$ cat config.mk
export PLATFORM = sky130hd
export DESIGN_NAME = clk_stop_gate
export DESIGN_NICKNAME = d
export VERILOG_FILES = /design/src/rtl/clk_gate_pkg.sv /design/src/rtl/stop_sync.sv /design/src/rtl/gate_policy.sv /design/src/rtl/clk_gate_cell.sv /design/src/rtl/clk_stop_gate.sv
export SDC_FILE = /design/constraint.sdc
export NUM_CORES = 1
export LEC_CHECK = 0
export BUFFER_PORTS_ARGS = -buffer_cell sky130_fd_sc_hd__buf_2
export CORE_AREA = 2 2 39 41
export CTS_BUF_LIST = sky130_fd_sc_hd__clkbuf_2
export CTS_CLUSTER_DIAMETER = 150
export DETAILED_ROUTE_END_ITERATION = 12
export DIE_AREA = 0 0 41 43
export PLACE_DENSITY = 0.48
export SYNTH_ARGS = -nofsm -noshare
export SYNTH_HDL_FRONTEND = slang
export SYNTH_HIERARCHICAL = 1
export SYNTH_SLANG_ARGS = --single-unit
$ cat constraint.sdc
create_clock -name clk_src -period 1.3 [get_ports clk_src]
set_clock_uncertainty 0.1 [all_clocks]
set_input_delay 0.195 -clock clk_src [delete_from_list [all_inputs] [get_ports clk_src]]
set_output_delay 0.195 -clock clk_src [all_outputs]
set_load 0.05 [all_outputs]
$ cat src/rtl/clk_gate_pkg.sv
`timescale 1ns/1ps
package clk_gate_pkg;
  typedef enum logic [0:0] {
    GRP_CPU = 1'b0,
    GRP_PCI = 1'b1
  } grp_kind_e;

  // Synchronizer depth per group variant: sets stop/start latency.
  function automatic int unsigned sync_depth(grp_kind_e kind);
    return (kind == GRP_PCI) ? 1 : 2;
  endfunction
endpackage

$ cat src/rtl/stop_sync.sv
`timescale 1ns/1ps
module stop_sync #(
  parameter int unsigned STAGES = 2
) (
  input  logic clk,
  input  logic rst_n,
  input  logic req_run,
  output logic run_sync
);
  generate
    if (STAGES <= 1) begin : g_single
      logic stage_q;
      always_ff @(posedge clk or negedge rst_n) begin
        if (!rst_n) stage_q <= 1'b1;
        else        stage_q <= req_run;
      end
      assign run_sync = stage_q;
    end else begin : g_chain
      logic [STAGES-1:0] chain_q;
      always_ff @(posedge clk or negedge rst_n) begin
        if (!rst_n) chain_q <= '1;
        else        chain_q <= {chain_q[STAGES-2:0], req_run};
      end
      assign run_sync = chain_q[STAGES-1];
    end
  endgenerate
endmodule

$ cat src/rtl/gate_policy.sv
`timescale 1ns/1ps
module gate_policy #(
  parameter int unsigned N_OUT = 4
) (
  input  logic             run_sync,
  input  logic             mobile_mode,
  input  logic [N_OUT-1:0] out_en,
  output logic [N_OUT-1:0] want_en
);
  logic group_run;
  // Desktop mode ignores the synchronized stop request.
  assign group_run = run_sync | ~mobile_mode;
  assign want_en   = out_en & {N_OUT{group_run}};
endmodule

$ cat src/rtl/clk_gate_cell.sv
`timescale 1ns/1ps
module clk_gate_cell (
  input  logic clk,
  input  logic rst_n,
  input  logic en_d,
  output logic en_q,
  output logic clk_o
);
  // Enable captured on the falling edge, so it is steady through a high phase.
  always_ff @(negedge clk or negedge rst_n) begin
    if (!rst_n) en_q <= 1'b0;
    else        en_q <= en_d;
  end
  assign clk_o = clk & en_q;
endmodule

$ cat src/rtl/clk_stop_gate.sv
`timescale 1ns/1ps
module clk_stop_gate
  import clk_gate_pkg::*;
#(
  parameter int unsigned N_OUT = 4,
  parameter grp_kind_e   GROUP = GRP_CPU
) (
  input  logic             clk_src,
  input  logic             rst_n,
  input  logic             stop_req_n,
  input  logic             mobile_mode,
  input  logic [N_OUT-1:0] out_en,
  output logic [N_OUT-1:0] clk_gated
);
  localparam int unsigned SYNC_STAGES = sync_depth(GROUP);

  logic             run_sync;
  logic [N_OUT-1:0] want_en;
  logic [N_OUT-1:0] gate_en;

  stop_sync #(.STAGES(SYNC_STAGES)) u_sync (
    .clk      (clk_src),
    .rst_n    (rst_n),
    .req_run  (stop_req_n),
    .run_sync (run_sync)
  );

  gate_policy #(.N_OUT(N_OUT)) u_policy (
    .run_sync    (run_sync),
    .mobile_mode (mobile_mode),
    .out_en      (out_en),
    .want_en     (want_en)
  );

  for (genvar i = 0; i < N_OUT; i++) begin : g_cell
    clk_gate_cell u_cell (
      .clk   (clk_src),
      .rst_n (rst_n),
      .en_d  (want_en[i]),
      .en_q  (gate_en[i]),
      .clk_o (clk_gated[i])
    );
  end
endmodule

==> impl_metrics.env, run 1 <==
export IMPL_status="finished, violations left"
export IMPL_violations="setup timing"
export IMPL_start_util_pct=15.82
export IMPL_cp_required_ns=1.00
export IMPL_synth_cell_types=5
export IMPL_finalSetupViolCount=12
export IMPL_syn_cell_area_sq_um=219.0
export IMPL_wl_per_cell_microns=8.846
export IMPL_fin_tns_setup_ns=-3.373
export IMPL_utilization_pct=29.75
export IMPL_worst_hold_path_type="flip-flop to flip-flop"
export IMPL_endpoint_kind="primary output"
export IMPL_path_max_fanout=1
export IMPL_finalWorstSetupSlack_ns=-0.6032
export IMPL_leakagePower_nw=0.2130
export IMPL_slowest_delay_ns=0.38
export IMPL_ys_ff_latch=6
export IMPL_vias=180
export IMPL_worstMarginPinSlew_ns=0.1329
export IMPL_hold_viol_final=0
export IMPL_num_rows=14
export IMPL_yosysWarnings=6
export IMPL_final_cell_mix="clkbuf_2, and2_4, buf_2"
export IMPL_boundaryPins=12
export IMPL_avgSynthCellArea_sq_um=14.60
export IMPL_clkTransAtPathRegs_ns=0.07
export IMPL_worstSkewPairLatency_ns=0.31
export IMPL_ys_seq_area_share_pct=69.71
export IMPL_final_net_count=45
export IMPL_hold_slack_ns=0.2571
export IMPL_syn_num_nets=23
export IMPL_ir_drop_mv=0.5921
export IMPL_place_inst=42
export IMPL_syn_inst=15
export IMPL_post_route_drc_count=0
export IMPL_drtPass1Iterations=2
export IMPL_p_per_area_mw_per_mm2=2382
export IMPL_crit_path_start_kind="flip-flop"
export IMPL_slew_headroom_pct=91.14
export IMPL_dieArea_sq_mm=0.001763
export IMPL_postCtsSetupBuffers=0
export IMPL_drt_initial_drc_count=3
export IMPL_viasPerCell=3.462
export IMPL_drive_gt1_share_pct=83.33
export IMPL_grt_pass1_vias=229
export IMPL_rsz0062_at_grt="yes"
export IMPL_pre_cts_ws_ns=-0.3781
export IMPL_place_congestion=0.5602
export IMPL_total_power_mw=0.9804
export IMPL_antenna_found_initial=0
export IMPL_maxCapViolations=0
export IMPL_grt_max_degree=7
export IMPL_maxSlewViolCount=0
export IMPL_cp_num_buf_inv=1
export IMPL_critical_path_class="flip-flop to primary output"
export IMPL_diodes=0
export IMPL_crit_family="flip-flops"
export IMPL_die_h_microns=43
export IMPL_die_w_microns=41
export IMPL_fillers=147
export IMPL_worstPathArrival_ns=1.61
export IMPL_drt_wl_total_microns=460
export IMPL_fin_cells=52
export IMPL_postRouteAntennaNets=0
export IMPL_tritoncts="built"
export IMPL_port_buffer_count=11
export IMPL_placed_cell_area_sq_um=304.0
export IMPL_core_sq_mm=0.001384
export IMPL_grt_first_pass_wirelength_microns=690
export IMPL_grt_total_usage_pct=8.122
export IMPL_final_cell_area_sq_um=411.6
export IMPL_crit_slowest_cell="dfrtn_1"
export IMPL_path_cells="and2_4 > buf_8"
export IMPL_grt_overflow_total=0
export IMPL_area_growth_pct=88.00
==> final cells by class <==
type	count	area, sq um	area share, %
clock buffers	12	100.1	24.32
well taps	16	20.02	4.863
flip-flops and latches	6	152.6	37.08
repair buffers	9	55.05	13.37
multi-input cells	9	83.83	20.36
==> Yosys cell counts <==
cell type	n	share of area, %
nand2b_4	1	6.3
and2_4	1	4.0
and2_1	7	20
dfrtn_1	4	46
dfstp_2	2	24
==> power by group <==
group          total (mW)  switching, mW  internal, mW  leakage, nW
logic              0.0347         0.0110        0.0237       0.0625
registers           0.204        0.00294         0.202       0.0702
clock network       0.741          0.371         0.371       0.0804
==> worst paths after layout <==
check	startpoint	cells after the start	slack [ns]	endpoint
worst max-delay path	g_cell[2].u_cell/en_q	2	-0.60	clk_gated[2]
worst min-delay path	u_sync/g_chain.chain_q[0]	0	0.26	u_sync/g_chain.chain_q[1]
worst max register to register	u_sync/g_chain.chain_q[1]	2	-0.26	g_cell[0].u_cell/en_q
worst min register to register	u_sync/g_chain.chain_q[0]	0	0.26	u_sync/g_chain.chain_q[1]
max in group asynchronous	rst_n	2	0.25	g_cell[1].u_cell/en_q
min in group asynchronous	rst_n	2	0.31	u_sync/g_chain.chain_q[0]
==> flip-flops by register name, indices dropped and copies added (netlist names) <==
signal and cells:
g_cell.u_cell/en_q 4, u_sync/g_chain.chain_q 2
==> logic make-up (layout without fill, tap and decap cells) <==
logic type | after synthesis | after routing | synth area share [%]
buffers and inverters | 0 | 21 | 0
and+or+nand+nor | 9 | 9 | 30.28
DFF | 6 | 6 | 69.72
==> routing by layer <==
layer  wire length, microns  vias to the layer above  GRT usage (%)
li1                       -                       86              -
met1                    176                       79          5.333
met2                    216                       15          5.313
met3                     66                        0          10.99
met4                      0                        0          17.33
met5                      0                        -              0
==> timing repair <==
item                                    4_1_cts  5_1_grt
resized for setup                            15        0
hold endpoints to repair                      3        0
endpoints found under the setup margin       12       12
pin swaps                                     0        0
hold buffers                                  2        0
Note: power is estimated with default switching activity, not from simulation.
==> run 2: changes to the inputs <==
TNS_END_PERCENT = 30   (was default)
==> impl_metrics.env, run 2 (same netlist as run 1, synthesis figures left out) <==
export IMPL_power_frac_comb_pct=3.4
export IMPL_rsz0062_at_grt="yes"
export IMPL_ir_drop_mv=0.6125
export IMPL_crit_path_start_kind="flip-flop"
export IMPL_place_inst=42
export IMPL_postRouteAntennaNets=0
export IMPL_diodes=0
export IMPL_cellInternalPower_mw=0.5945
export IMPL_tritoncts="built"
export IMPL_grt_total_usage_pct=8.824
export IMPL_die_w_microns=41
export IMPL_multi_input_comb_area_sq_um=81.33
export IMPL_drive_gt1_share_pct=80.56
export IMPL_grt_first_pass_wirelength_microns=690
export IMPL_wl_per_cell_microns=8.481
export IMPL_worstPathArrival_ns=1.61
export IMPL_final_net_count=45
export IMPL_drt_wl_total_microns=441
export IMPL_swShare_pct=39.12
export IMPL_worstMarginPinSlew_ns=0.1269
export IMPL_finalSetupViolCount=12
export IMPL_p_per_area_mw_per_mm2=2387
export IMPL_fillers=148
export IMPL_area_growth_pct=86.86
export IMPL_reg_largest_list="g_cell.u_cell/en_q (4), u_sync/g_chain.chain_q (2)"
export IMPL_final_cell_mix="clkbuf_2, and2_4, buf_2"
export IMPL_violations="setup timing"
export IMPL_boundaryPins=12
export IMPL_fin_cells=52
export IMPL_grt_pass1_vias=221
export IMPL_clkTransAtPathRegs_ns=0.07
export IMPL_fin_tns_setup_ns=-3.364
export IMPL_largest_register_ffs=4
export IMPL_p_clk_share_pct=75.7
export IMPL_hold_viol_final=0
export IMPL_dieArea_sq_mm=0.001763
export IMPL_path_max_fanout=1
export IMPL_layout_commonest_cell="clkbuf_2"
export IMPL_placed_cell_area_sq_um=294.0
export IMPL_utilization_pct=29.57
export IMPL_worstSkewPairLatency_ns=0.32
export IMPL_cp_required_ns=1.00
export IMPL_grt_overflow_total=0
export IMPL_core_sq_mm=0.001384
export IMPL_antenna_found_initial=0
export IMPL_start_util_pct=15.82
export IMPL_status="finished, violations left"
export IMPL_final_cell_area_sq_um=409.1
export IMPL_leakagePower_nw=0.2109
export IMPL_die_h_microns=43
export IMPL_maxSlewViolCount=0
export IMPL_drtPass1Iterations=2
export IMPL_drt_initial_drc_count=3
export IMPL_maxCapViolations=0
export IMPL_grt_max_degree=7
export IMPL_post_route_drc_count=0
export IMPL_endpoint_kind="primary output"
export IMPL_viasPerCell=3.404
export IMPL_worst_hold_path_type="flip-flop to flip-flop"
export IMPL_top_register="g_cell.u_cell/en_q"
export IMPL_finalWorstSetupSlack_ns=-0.6021
export IMPL_critical_path_class="flip-flop to primary output"
export IMPL_slew_headroom_pct=91.54
export IMPL_num_rows=14
export IMPL_place_congestion=0.5993
export IMPL_p_switching_mw=0.3820
export IMPL_port_buffer_count=11
export IMPL_final_seq_area_sq_um=152.6
export IMPL_vias=177
export IMPL_p_seq_share_pct=20.9
[run 2: cell counts in the layout (fill, tap and decap cells not counted)]
Identical to the previous run, type by type.
[run 2: routing by layer]
metal  wire, microns  vias up  track usage [%]  share of wire (%)
met5               0        -                0                  0
met4              19        0            22.67                4.3
met3              75        2            11.52                 17
met2             196       17            5.625                 44
met1             149       71            4.319                 34
li1                -       87                -                  -
[run 2: worst max-delay path: stages (launching register included)]
cell and delay (ns):
dfrtn_1 0.38, and2_4 0.13, buf_8 0.13
[run 2: cell type report]
| class | instances | area share (%) |
|---|---|---|
| well taps | 16 | 4.893 |
| flip-flops and latches | 6 | 37.31 |
| repair buffers | 9 | 13.46 |
| multi-input cells | 9 | 19.88 |
| clock buffers | 12 | 24.46 |
[run 2: worst paths after layout]
path                                            from                   endpoint  slack (ns)  depth (start not counted)
hold reg to reg            u_sync/g_chain.chain_q[0]  u_sync/g_chain.chain_q[1]        0.26                          0
max in group asynchronous                      rst_n      g_cell[1].u_cell/en_q        0.26                          2
min in group asynchronous                      rst_n  u_sync/g_chain.chain_q[0]        0.31                          2
setup / recovery               g_cell[3].u_cell/en_q               clk_gated[3]       -0.60                          2
setup reg to reg           u_sync/g_chain.chain_q[1]      g_cell[0].u_cell/en_q       -0.27                          2
hold / removal             u_sync/g_chain.chain_q[0]  u_sync/g_chain.chain_q[1]        0.26                          0
[run 2: what timing repair did]
action / CTS / global route
resized for setup: 15 / 3
buffers inserted: 0 / 0
pin swaps: 2 / 1
hold endpoints to repair: 3 / 0
endpoints found under the setup margin: 12 / 12
hold buffers: 2 / 0
[run 2: metrics by stage]
stage | setup slack [ns] | power, mW | hold WS (ns)
after detailed placement | -0.3547 | 0.5034 | 0.1187
after global placement | -0.3500 | 0.5016 | 0.1056
after floorplan | -0.4165 | 0.4444 | -0.05284
after global routing | -0.6512 | 1.037 | 0.2627
after CTS | -0.6215 | 0.9778 | 0.2609
final | -0.6021 | 0.9765 | 0.2594
[run 2: power by group through the flow]
| stage | Sequential (mW) | Combinational (mW) | Clock, mW |
|---|---|---|---|
| 2_1_floorplan | 0.206 | 0.0101 | 0.228 |
| 3_3_place_gp | 0.206 | 0.0237 | 0.272 |
| 3_5_place_dp | 0.207 | 0.0252 | 0.272 |
| 4_1_cts | 0.204 | 0.0315 | 0.742 |
| 5_1_grt | 0.205 | 0.0360 | 0.796 |
| 6_report | 0.204 | 0.0328 | 0.739 |
